===== src/rtl/rsup_pkg.sv =====
package rsup_pkg;

    typedef enum logic [1:0] {
        WD_SHORT = 2'b00,
        WD_MID   = 2'b01,
        WD_LONG  = 2'b10,
        WD_OFF   = 2'b11
    } wd_sel_e;

endpackage


===== src/rtl/rsup_sync.sv =====
module rsup_sync #(
    parameter int unsigned WIDTH  = 2,
    parameter int unsigned STAGES = 2,
    parameter logic [WIDTH-1:0] RST_VAL = '1
) (
    input  logic             clk,
    input  logic             por_n,
    input  logic [WIDTH-1:0] din,
    output logic [WIDTH-1:0] dout
);

    logic [STAGES-1:0][WIDTH-1:0] stage_d, stage_q;

    always_comb begin
        stage_d[0] = din;
        for (int i = 1; i < STAGES; i++) begin
            stage_d[i] = stage_q[i-1];
        end
    end

    always_ff @(posedge clk or negedge por_n) begin
        if (!por_n) begin
            stage_q <= {STAGES{RST_VAL}};
        end else begin
            stage_q <= stage_d;
        end
    end

    assign dout = stage_q[STAGES-1];

endmodule


===== src/rtl/rsup_start_det.sv =====
module rsup_start_det (
    input  logic clk,
    input  logic por_n,
    input  logic scl_s,
    input  logic sda_s,
    output logic start
);

    typedef struct packed {
        logic scl;
        logic sda;
    } prev_t;

    prev_t prev_d, prev_q;

    always_comb begin
        prev_d.scl = scl_s;
        prev_d.sda = sda_s;
        // data falls while the clock wire is high on both samples
        start = prev_q.scl && scl_s && prev_q.sda && !sda_s;
    end

    always_ff @(posedge clk or negedge por_n) begin
        if (!por_n) begin
            prev_q <= '{scl: 1'b1, sda: 1'b1};
        end else begin
            prev_q <= prev_d;
        end
    end

endmodule


===== src/rtl/rsup_wdog.sv =====
module rsup_wdog
    import rsup_pkg::*;
#(
    parameter int unsigned TMO_SHORT = 16,
    parameter int unsigned TMO_MID   = 32,
    parameter int unsigned TMO_LONG  = 64
) (
    input  logic    clk,
    input  logic    por_n,
    input  logic    kick,
    input  logic    hold,
    input  wd_sel_e sel,
    output logic    expire
);

    localparam int unsigned TMAX_A = (TMO_SHORT > TMO_MID) ? TMO_SHORT : TMO_MID;
    localparam int unsigned TMAX   = (TMAX_A > TMO_LONG) ? TMAX_A : TMO_LONG;
    localparam int unsigned CW     = $clog2(TMAX + 1);

    typedef struct packed {
        logic [CW-1:0] cnt;
    } wd_state_t;

    wd_state_t     st_d, st_q;
    logic [CW-1:0] limit;

    always_comb begin
        unique case (sel)
            WD_SHORT: limit = CW'(TMO_SHORT);
            WD_MID:   limit = CW'(TMO_MID);
            WD_LONG:  limit = CW'(TMO_LONG);
            default:  limit = '0;
        endcase
    end

    always_comb begin
        st_d   = st_q;
        expire = 1'b0;
        if (hold || (sel == WD_OFF) || kick) begin
            st_d.cnt = '0;
        end else if (st_q.cnt >= limit - 1'b1) begin
            expire   = 1'b1;
            st_d.cnt = '0;
        end else begin
            st_d.cnt = st_q.cnt + 1'b1;
        end
    end

    always_ff @(posedge clk or negedge por_n) begin
        if (!por_n) begin
            st_q <= '0;
        end else begin
            st_q <= st_d;
        end
    end

endmodule


===== src/rtl/rsup_stretch.sv =====
module rsup_stretch #(
    parameter int unsigned STRETCH = 20
) (
    input  logic clk,
    input  logic por_n,
    input  logic supply_ok,
    input  logic wd_expire,
    output logic rst_d,
    output logic rst_q
);

    localparam int unsigned SW = $clog2(STRETCH + 1);

    typedef struct packed {
        logic          rst;
        logic [SW-1:0] cnt;
    } str_state_t;

    str_state_t st_d, st_q;

    always_comb begin
        st_d = st_q;
        if (!supply_ok || wd_expire) begin
            st_d.rst = 1'b1;
            st_d.cnt = '0;
        end else if (st_q.rst) begin
            if (st_q.cnt == SW'(STRETCH - 1)) begin
                st_d.rst = 1'b0;
                st_d.cnt = '0;
            end else begin
                st_d.cnt = st_q.cnt + 1'b1;
            end
        end
    end

    always_ff @(posedge clk or negedge por_n) begin
        if (!por_n) begin
            st_q <= '{rst: 1'b1, cnt: '0};
        end else begin
            st_q <= st_d;
        end
    end

    assign rst_d = st_d.rst;
    assign rst_q = st_q.rst;

endmodule


===== src/rtl/rst_supervisor.sv =====
module rst_supervisor
    import rsup_pkg::*;
#(
    parameter int unsigned STRETCH     = 20,
    parameter int unsigned TMO_SHORT   = 16,
    parameter int unsigned TMO_MID     = 32,
    parameter int unsigned TMO_LONG    = 64,
    parameter int unsigned SYNC_STAGES = 2
) (
    input  logic       clk,
    input  logic       por_n,
    input  logic       supply_ok,
    input  logic       scl_i,
    input  logic       sda_i,
    input  logic [1:0] wd_sel,
    output logic       sys_rst,
    output logic       sys_rst_n,
    output logic       bus_abort
);

    typedef struct packed {
        logic rst_n;
        logic abort;
    } out_t;

    logic [1:0] bus_s;
    logic       start;
    logic       expire;
    logic       rst_d, rst_q;
    out_t       out_d, out_q;

    rsup_sync #(
        .WIDTH   (2),
        .STAGES  (SYNC_STAGES),
        .RST_VAL (2'b11)
    ) u_sync (
        .clk   (clk),
        .por_n (por_n),
        .din   ({scl_i, sda_i}),
        .dout  (bus_s)
    );

    rsup_start_det u_start (
        .clk   (clk),
        .por_n (por_n),
        .scl_s (bus_s[1]),
        .sda_s (bus_s[0]),
        .start (start)
    );

    rsup_wdog #(
        .TMO_SHORT (TMO_SHORT),
        .TMO_MID   (TMO_MID),
        .TMO_LONG  (TMO_LONG)
    ) u_wdog (
        .clk    (clk),
        .por_n  (por_n),
        .kick   (start),
        .hold   (rst_q),
        .sel    (wd_sel_e'(wd_sel)),
        .expire (expire)
    );

    rsup_stretch #(
        .STRETCH (STRETCH)
    ) u_stretch (
        .clk       (clk),
        .por_n     (por_n),
        .supply_ok (supply_ok),
        .wd_expire (expire),
        .rst_d     (rst_d),
        .rst_q     (rst_q)
    );

    always_comb begin
        out_d.rst_n = !rst_d;
        out_d.abort = rst_d && !rst_q;
    end

    always_ff @(posedge clk or negedge por_n) begin
        if (!por_n) begin
            out_q <= '{rst_n: 1'b0, abort: 1'b0};
        end else begin
            out_q <= out_d;
        end
    end

    assign sys_rst   = rst_q;
    assign sys_rst_n = out_q.rst_n;
    assign bus_abort = out_q.abort;

endmodule


===== config.mk =====
export PLATFORM = sky130hd
export DESIGN_NAME = rst_supervisor
export DESIGN_NICKNAME = d
export VERILOG_FILES = /design/src/rtl/rsup_pkg.sv /design/src/rtl/rsup_sync.sv /design/src/rtl/rsup_start_det.sv /design/src/rtl/rsup_wdog.sv /design/src/rtl/rsup_stretch.sv /design/src/rtl/rst_supervisor.sv
export SDC_FILE = /design/constraint.sdc
export NUM_CORES = 1
export LEC_CHECK = 0
export ABC_AREA = 1
export ABC_CLOCK_PERIOD_IN_PS = 1200
export BUFFER_PORTS_ARGS = -buffer_cell sky130_fd_sc_hd__buf_4
export CORE_MARGIN = 3
export CORE_UTILIZATION = 45
export CTS_CLUSTER_SIZE = 25
export DETAILED_ROUTE_END_ITERATION = 8
export GPL_TIMING_DRIVEN = 0
export PLACE_DENSITY_LB_ADDON = 0.15
export SLEW_MARGIN = 20
export SYNTH_ARGS = -nofsm -noshare
export SYNTH_HDL_FRONTEND = slang
export SYNTH_SLANG_ARGS = --single-unit

===== constraint.sdc =====
create_clock -name clk -period 1.2 [get_ports clk]
set_input_delay 0 -clock clk [delete_from_list [all_inputs] [get_ports clk]]
set_output_delay 0 -clock clk [all_outputs]
set_load 0.03 [all_outputs]

==> out/results.ini <==
[routing]
wl_per_cell_um = 12.1
drt_wl_total_mm = 1.80
via_count = 718
ant_nets = 0
dr.pass1.iters = 4
drtIter0Drc = 15
avgViaCountPerCell = 4.85
drc = 0

[placement]
pre_cts_slack_ns = -0.245
io_buffers = 9
dp_cells = 134
hpwl_mm = 1.19
gp_congestion = 0.833

[sta]
finClkSkew_ns = 0.00398
setup_ws_ns = -0.200
fin_setup_tns_ns = -1.98
worstMarginPinSlew_ns = 0.262
fin_crit_ns = 1.40
grt_setup_unrepaired = yes
fin_crit_sh_pct = 117
clock.fmax_mhz = 714
max_slew_margin_pct = 82.5
hold_viol_final = 0
slew_viol_final = 0
setup_viol = 15

[die]
dieArea_mm2 = 0.00284
num_io_pins = 10
die_x_um = 53.3
initial_core_util_pct = 49.3
core-area_mm2 = 0.00204
dieHeight_um = 53.3
rows = 16

[critical_path]
timing.rr.end = sys_rst_n$_DFF_PN0_
r2r_setup_slack_ns = -0.20
cp-end-kind = register
cp-start-kind = register
worstPathRequired_ns = 1.40
crit_type = reg -> reg
path_max_fanout = 6
r2r_cells = 8
arrival_ns = 1.60
rr_startpoint = u_wdog.st_q[4]$_DFF_PN0_

[clock_network]
cts_tree = done
clk_pin_slew_ns = 0.12
cts_made_buffers = 3
clock_path_buffers = 2
h-tree-depth = 1
ctsRootBufferMaster = clkbuf_4
cts.sinks = 21
clock_latency_ns = 0.30

[pwr]
switching_share_pct = 24.0
power_frac_seq_pct = 62.5
ir_worst_vdd_v = 0.000732
internal_power_uw = 913
pwr-share-clk_pct = 28.2
p_per_area_mw_per_mm2 = 899
power_leakage_nw = 0.605
p_comb_share_pct = 9.3
power.switching_uw = 288
total_power_mw = 1.20

[grt]
overflow = 0
grt_pass1_vias = 710
grt_use_total_pct = 14.6
grt_pass1_wl_mm = 2.97
grt_max_degree = 22
antenna_found_initial = 0

[cells_and_area]
fillers = 173
final_cells = 148
diodes = 0
num-nets-final = 134
areaGrowthSynthToFinish_pct = 32.7
layout_commonest_cell = buf_4
drive_above_1_share_pct = 48.8
fin_util_pct = 65.4
mostFrequentLayoutCells = buf_4, dfrtp_1, nand2_1, nor2_1, dfstp_2

[logic_synthesis]
ys_warn_count = 0
synth_top_area_share_pct = 34.8
synth_largest_area_cell = dfrtp_1
synth_cell_types = 25
syn_area_mm2 = 0.00101
ys_ff_latch = 21
synth_nets = 110
synth.avg_cell_area_um2 = 10.3
netlist_instances = 98
synth_area_leaders = dfrtp_1, dfstp_2, nand2_1
ys_seq_area_share_pct = 53.0

[job]
maxCapViolCount = 0

[status]
violations = setup timing
outcome = complete, but fails checks

[min_path]
hold_class = in -> async

## logic make-up (layout without fill, tap and decap cells)
group | Yosys count | after routing | synth area share [%]
buffers and inverters | 8 | 31 | 3.60
DFF | 21 | 21 | 53.0
AOI/OAI and AO/OA | 5 | 5 | 3.60
and+or+nand+nor | 55 | 55 | 30.1
adders and majority gates | 5 | 5 | 6.21
xor gates and xnor gates | 4 | 4 | 3.48
## synth_stat cells (all sizes together)
library cell,n
a21oi,4
a31o,1
buf,1
dfrtp,14
dfstp,7
ha,5
inv,7
nand2,20
nand3,7
nand4,4
nor2,18
nor3,3
nor3b,3
xnor2,1
xor2,3
## what timing repair did
action	CTS	global route
pin swaps	2	13
hold endpoints to repair	29	0
setup buffers	3	3
resized for setup	0	24
endpoints found under the setup margin	15	15
hold buffers	4	0
## state kept, by name, indices dropped and copies added (netlist names)
register and flops:
sys_rst_n 1, u_wdog.st_q 7, u_sync.dout 2, u_start.prev_q 2, u_sync.stage_d 2, bus_abort 1
u_stretch.st_q 5, u_stretch.rst_q 1
## power by group through the flow
stage	logic (mW)	clock network [mW]	registers [mW]
after floorplan	0.0424	0	0.755
after global placement	0.0809	0	0.758
after detailed placement	0.0830	0	0.758
after CTS	0.0937	0.354	0.746
after global routing	0.126	0.378	0.754
final	0.112	0.339	0.750
## layout make-up
cell class                      count  area (um2)  area share, %
Inverter                            7        28.8           2.15
Sequential cell                    21         536           40.1
Tap cell                           27        33.8           2.53
Timing Repair Buffer               19         153           11.4
Clock inverter                      1        5.00          0.375
Buffer                              1        7.51          0.562
Clock buffer                        3        22.5           1.69
Multi-Input combinational cell     69         551           41.2
## worst max path at each step
| stage | start | endpoint | slack, ns | cells after the start |
|---|---|---|---|---|
| 2_1_floorplan | u_wdog.st_q[6]$_DFF_PN0_ | u_stretch.rst_q$_DFF_PN1_ | -0.15 | 9 |
| 3_3_place_gp | u_wdog.st_q[6]$_DFF_PN0_ | u_stretch.rst_q$_DFF_PN1_ | -0.23 | 9 |
| 3_5_place_dp | u_wdog.st_q[6]$_DFF_PN0_ | u_stretch.rst_q$_DFF_PN1_ | -0.25 | 9 |
| 4_1_cts | u_wdog.st_q[6]$_DFF_PN0_ | u_stretch.rst_q$_DFF_PN1_ | -0.26 | 9 |
| 5_1_grt | u_wdog.st_q[4]$_DFF_PN0_ | u_stretch.st_q[0]$_DFFE_PN0P_ | -0.28 | 8 |
| 6_report | u_wdog.st_q[4]$_DFF_PN0_ | sys_rst_n$_DFF_PN0_ | -0.20 | 8 |
## metal layers
| metal | up-vias | track usage [%] | part of all wire (%) | wire length (um) |
|---|---|---|---|---|
| met1 | 332 | 18.0 | 49 | 871 |
| met3 | 2 | 5.07 | 4.2 | 75 |
| li1 | 367 | - | - | - |
| met5 | - | 0 | 0 | 0 |
| met2 | 17 | 23.5 | 47 | 840 |
| met4 | 0 | 4.68 | 0.45 | 8 |
## per-stage QoR
step / cell area (um2) / hold slack, ns
2_1_floorplan: 1010 / -0.296
3_3_place_gp: 1110 / -0.106
3_5_place_dp: 1110 / -0.106
4_1_cts: 1200 / 0.0951
5_1_grt: 1340 / 0.113
6_report: 1340 / 0.0974
## critical path, cell delays in order (launching register included)
cell and delay, ns:
dfrtp_1 0.40, ha_1 0.29, nand2_2 0.07, nor2_4 0.11, nand2_2 0.09, nand2_2 0.09
nand2_4 0.08, nand2_4 0.11, nor2_4 0.05
Note: power is estimated with default switching activity, not from simulation.
